### config.mk
export PLATFORM = sky130hd
export DESIGN_NAME = slot_pwm
export DESIGN_NICKNAME = d
export VERILOG_FILES = /design/src/rtl/slot_pwm_pkg.sv /design/src/rtl/pwm_slot_counter.sv /design/src/rtl/pwm_duty_latch.sv /design/src/rtl/pwm_level_reg.sv /design/src/rtl/slot_pwm.sv
export SDC_FILE = /design/constraint.sdc
export NUM_CORES = 1
export LEC_CHECK = 0
export ABC_AREA = 1
export BUFFER_PORTS_ARGS = -buffer_cell sky130_fd_sc_hd__buf_2
export CORE_AREA = 2 2 39 41
export DETAILED_ROUTE_END_ITERATION = 10
export DIE_AREA = 0 0 41 43
export GPL_TIMING_DRIVEN = 0
export PLACE_DENSITY_LB_ADDON = 0.2
export SYNTH_ARGS = -nofsm -noshare
export SYNTH_HDL_FRONTEND = slang
export SYNTH_SLANG_ARGS = --single-unit
export TNS_END_PERCENT = 30
### constraint.sdc
create_clock -name clk -period 1.7 [get_ports clk]
set_input_delay 0.255 -clock clk [delete_from_list [all_inputs] [get_ports clk]]
set_output_delay 0.255 -clock clk [all_outputs]
set_load 0.02 [all_outputs]
### src/rtl/slot_pwm_pkg.sv
package slot_pwm_pkg;
    // Width of the slot index; the frame holds 2**SLOT_W slots.
    localparam int SLOT_W    = 3;
    localparam int NUM_SLOTS = 1 << SLOT_W;
    localparam int LAST_SLOT = NUM_SLOTS - 1;

    typedef logic [SLOT_W-1:0] slot_t;

    typedef struct packed {
        slot_t pos;
    } cnt_state_t;

    typedef struct packed {
        slot_t code;
    } duty_state_t;

    typedef struct packed {
        logic level;
    } out_state_t;
endpackage

### src/rtl/pwm_slot_counter.sv
module pwm_slot_counter
    import slot_pwm_pkg::*;
(
    input  logic  clk,
    input  logic  rst_n,
    output slot_t slot_o,
    output logic  frame_start_o
);
    cnt_state_t st_d, st_q;

    always_comb begin
        st_d = st_q;
        // Power-of-two frame: the increment wraps from the last slot to 0.
        st_d.pos = st_q.pos + slot_t'(1);
    end

    always_ff @(posedge clk) begin
        if (!rst_n) st_q <= '0;
        else        st_q <= st_d;
    end

    assign slot_o        = st_q.pos;
    assign frame_start_o = (st_q.pos == '0);
endmodule

### src/rtl/pwm_duty_latch.sv
module pwm_duty_latch
    import slot_pwm_pkg::*;
(
    input  logic  clk,
    input  logic  rst_n,
    input  logic  frame_start_i,
    input  slot_t duty_i,
    output slot_t duty_eff_o,
    output slot_t duty_hold_o
);
    duty_state_t st_d, st_q;
    slot_t       eff;

    always_comb begin
        // Slot 0 uses the live input; later slots use the held copy.
        eff       = frame_start_i ? duty_i : st_q.code;
        st_d      = st_q;
        st_d.code = eff;
    end

    always_ff @(posedge clk) begin
        if (!rst_n) st_q <= '0;
        else        st_q <= st_d;
    end

    assign duty_eff_o  = eff;
    assign duty_hold_o = st_q.code;
endmodule

### src/rtl/pwm_level_reg.sv
module pwm_level_reg
    import slot_pwm_pkg::*;
(
    input  logic  clk,
    input  logic  rst_n,
    input  slot_t slot_i,
    input  slot_t duty_i,
    output logic  level_o
);
    out_state_t st_d, st_q;

    always_comb begin
        st_d       = st_q;
        // Low while the slot index is below the duty code, high afterwards.
        st_d.level = (slot_i >= duty_i);
    end

    always_ff @(posedge clk) begin
        if (!rst_n) st_q <= '0;
        else        st_q <= st_d;
    end

    assign level_o = st_q.level;
endmodule

### src/rtl/slot_pwm.sv
module slot_pwm
    import slot_pwm_pkg::*;
(
    input  logic              clk,
    input  logic              rst_n,
    input  logic [SLOT_W-1:0] duty_i,
    output logic              pwm_o
);
    slot_t slot_w;
    logic  frame_start_w;
    slot_t duty_eff_w;
    slot_t duty_hold_w;

    pwm_slot_counter u_cnt (
        .clk           (clk),
        .rst_n         (rst_n),
        .slot_o        (slot_w),
        .frame_start_o (frame_start_w)
    );

    pwm_duty_latch u_duty (
        .clk           (clk),
        .rst_n         (rst_n),
        .frame_start_i (frame_start_w),
        .duty_i        (duty_i),
        .duty_eff_o    (duty_eff_w),
        .duty_hold_o   (duty_hold_w)
    );

    pwm_level_reg u_lvl (
        .clk     (clk),
        .rst_n   (rst_n),
        .slot_i  (slot_w),
        .duty_i  (duty_eff_w),
        .level_o (pwm_o)
    );
endmodule

==> flow_summary.toml <==
[final_layout]
n_fill_cell = 157
multiInputGateArea_um2 = 176.4
post_layout_nets = 67
post_route_cells_drive_above_1_share_pct = 26.79
final_util_pct = 31.28
n_antenna_cell = 0
area_overhead_vs_synth_pct = 19.72
layout.area.seq_um2 = 140.1

[power]
power.share.switching_pct = 29.16
power.clock.fraction_pct = 33.9
p_seq_share_pct = 43.2
total_power_w = 0.0004441
max_ir_drop_vdd_v = 0.0003720
power_density_over_the_cells_nw_per_um2 = 1026
p_int_w = 0.0003146
leakage_nw = 0.2444
switching_power_w = 0.0001295
combPwrFrac_pct = 22.9

[clock_network]
numCtsBuffers = 3
tritoncts_num_sinks = 7
cts_hold_buffers = 0
post-cts-setup-buffer-count = 0
cts.htree.levels = 1
insertion_delay_ns = 0.25
max-clock-path-buffers = 2
clk_transition_reported_paths_ns = 0.05
cts_repair_resized_insts = 0
cts_tree = "done"
ctsRootBufferMaster = "sky130_fd_sc_hd__clkbuf_4"

[drt]
post_drt_via_cell_ratio = 3.931
post_route_ant_nets = 0
drt_first_iter_violations = 1
post_detailed_route_wirelength_per_cell_um = 7.653
num_vias = 283
detail_route.drc_violations = 0
finalWirelength_um = 551
dr.pass1.iters = 3

[yosys]
mappedNetlistNets = 57
synth_largest_type_area_fraction_pct = 38.75
synth_area_leader_cell = "sky130_fd_sc_hd__dfxtp_1"
dominantRegCellSynth = "sky130_fd_sc_hd__dfxtp_1"
yosys.cell_types.count = 10
postSynthAreaPerCell_um2 = 7.694
top_count_cell_post_synth = "sky130_fd_sc_hd__inv_1"
ys_ff_latch = 7
ranking_of_synthesized_cells_by_instance_count = "sky130_fd_sc_hd__inv_1 (12), sky130_fd_sc_hd__nand2_1 (9), sky130_fd_sc_hd__dfxtp_1 (7), sky130_fd_sc_hd__ha_1 (5), sky130_fd_sc_hd__nand2_2 (5)"
async_reset_ff_share_pct = 0
synth.cell_area_um2 = 361.6
yosysWarningCount = 0
synth-seq-area-share_pct = 38.75
synth_enable_flop_cells = 0
synth_cells = 47
netlist_top_cells_area = "sky130_fd_sc_hd__dfxtp_1 (39%), sky130_fd_sc_hd__ha_1 (17%), sky130_fd_sc_hd__inv_1 (12%)"

[critical_path]
crit_type = "reg2reg"
reg2reg_setup_slack_ns = 0.21
worst-endpoint-arrival_ns = 1.63
worstSetupStartpointType = "flop"
setup.worst_path.end_class = "flop"
crit_path_max_fanout = 3
critical_path_required_ns = 1.84

[timing]
worstMarginPinSlew_ns = 0.2090
count_of_endpoints_failing_hold_in_the_final_timing_report = 0
finalSetupViolations = 0
post_route_clock_skew_ns = 0.005143
slew-limit-headroom_pct = 86.05
maxClockFrequency_mhz = 670.7
slew_viol_final = 0
unrepaired_setup_endpoints_after_global_routing = "false"
min_period_over_period_pct = 87.70
finalSetupTns_ns = 0
fin_crit_ns = 1.491

[placement]
io_buffers = 5
hpwl_after_dpl_um = 422.1
globalplace.congestion = 0.7427

[outcome]
status = "complete, no violations"

[floorplan]
start_util_pct = 26.13
die_area_um2 = 1763
fp.dieW_um = 41
top_level_ports = 6
core-area_um2 = 1384
rows = 14
chipHeight_um = 43

[flow_run]
timing.max_cap.violations = 0

[min_path]
worst_hold_path_type = "in2reg"

[grt]
largest_net_degree_at_the_start_of_global_routing = 7
grt.total_usage_pct = 8.862
globalRoute.totalOverflow = 0
antenna_violations_before_repair = 0
first_global_vias = 266
grt_pass1_wl_mm = 1.028
final timing paths:
path	start	endpoint	cells after the start
setup / recovery	u_cnt.slot_o[0]$_SDFF_PN0_	u_lvl.level_o$_SDFF_PN0_	9
hold / removal	rst_n	u_cnt.slot_o[1]$_SDFF_PN0_	3
setup reg to reg	u_cnt.slot_o[0]$_SDFF_PN0_	u_lvl.level_o$_SDFF_PN0_	9
hold reg to reg	u_cnt.slot_o[0]$_SDFF_PN0_	u_cnt.slot_o[0]$_SDFF_PN0_	1
power by group through the flow:
stage	Sequential [W]	Clock [W]	Combinational (W)
2_1_floorplan	0.000200	0	0.0000745
3_3_place_gp	0.000195	0	0.000102
3_5_place_dp	0.000195	0	0.000104
4_1_cts	0.000192	0.000157	0.000105
5_1_grt	0.000195	0.000166	0.000123
6_report	0.000192	0.000151	0.000102
layout make-up:
class | count | share of cell area (%)
multi-input combinational | 28 | 40.75
sequential | 7 | 32.37
inverter | 12 | 10.40
clock buffer | 4 | 6.069
timing repair buffer | 5 | 5.780
tap | 16 | 4.624
metal layers:
| layer | wire (um) | vias up | global-route usage, % |
|---|---|---|---|
| met3 | 44 | 0 | 6.283 |
| met5 | 0 | - | 0 |
| met2 | 256 | 6 | 12.81 |
| met1 | 250 | 124 | 10.39 |
| met4 | 0 | 0 | 2.000 |
| li1 | - | 153 | - |
registers in the layout, summed over array words and instances (netlist names):
register,count
u_duty.duty_hold_o,3
u_lvl.level_o,1
u_cnt.slot_o,3
worst max-delay path, cell delays in order (launching register included):
cell	delay, ns
sky130_fd_sc_hd__dfxtp_1	0.32
sky130_fd_sc_hd__inv_1	0.08
sky130_fd_sc_hd__ha_1	0.18
sky130_fd_sc_hd__inv_1	0.06
sky130_fd_sc_hd__nor2_2	0.14
sky130_fd_sc_hd__nand2_1	0.09
sky130_fd_sc_hd__nand2_2	0.07
sky130_fd_sc_hd__ha_1	0.23
sky130_fd_sc_hd__a21oi_1	0.14
sky130_fd_sc_hd__a21oi_1	0.07
cell families (layout without fill, tap and decap cells):
logic type,after synthesis,after routing,synth area share [%]
compound gates,3,3,5.191
xor+xnor,1,1,2.423
fa+ha+maj,5,5,17.30
buf+inv,12,21,12.46
flops,7,7,38.75
simple gates,19,19,23.87
layout by cell type (no fill, tap or decap):
| cell | instances |
|---|---|
| sky130_fd_sc_hd__nor2_1 | 4 |
| sky130_fd_sc_hd__a21oi_1 | 2 |
| sky130_fd_sc_hd__nand2_2 | 5 |
| sky130_fd_sc_hd__dfxtp_1 | 7 |
| sky130_fd_sc_hd__inv_1 | 12 |
| sky130_fd_sc_hd__xnor2_1 | 1 |
| sky130_fd_sc_hd__buf_2 | 5 |
| sky130_fd_sc_hd__clkbuf_4 | 3 |
| sky130_fd_sc_hd__a21oi_2 | 1 |
| sky130_fd_sc_hd__nor2_2 | 1 |
| sky130_fd_sc_hd__clkbuf_1 | 1 |
| sky130_fd_sc_hd__nand2_1 | 9 |
| sky130_fd_sc_hd__ha_1 | 5 |
metrics by stage:
| step | instances | hold slack [ns] | setup WS [ns] | area (um2) |
|---|---|---|---|---|
| global route | 72 | 0.2057 | 0.06191 | 432.9 |
| global placement | 68 | 0.4356 | 0.1818 | 406.6 |
| finish | 72 | 0.1975 | 0.2090 | 432.9 |
| CTS | 72 | 0.1920 | 0.1826 | 432.9 |
| floorplan | 47 | 0.3485 | 0.2921 | 361.6 |
| detailed placement | 68 | 0.4413 | 0.1942 | 406.6 |
No activity file was read; power rests on OpenSTA's default activity.
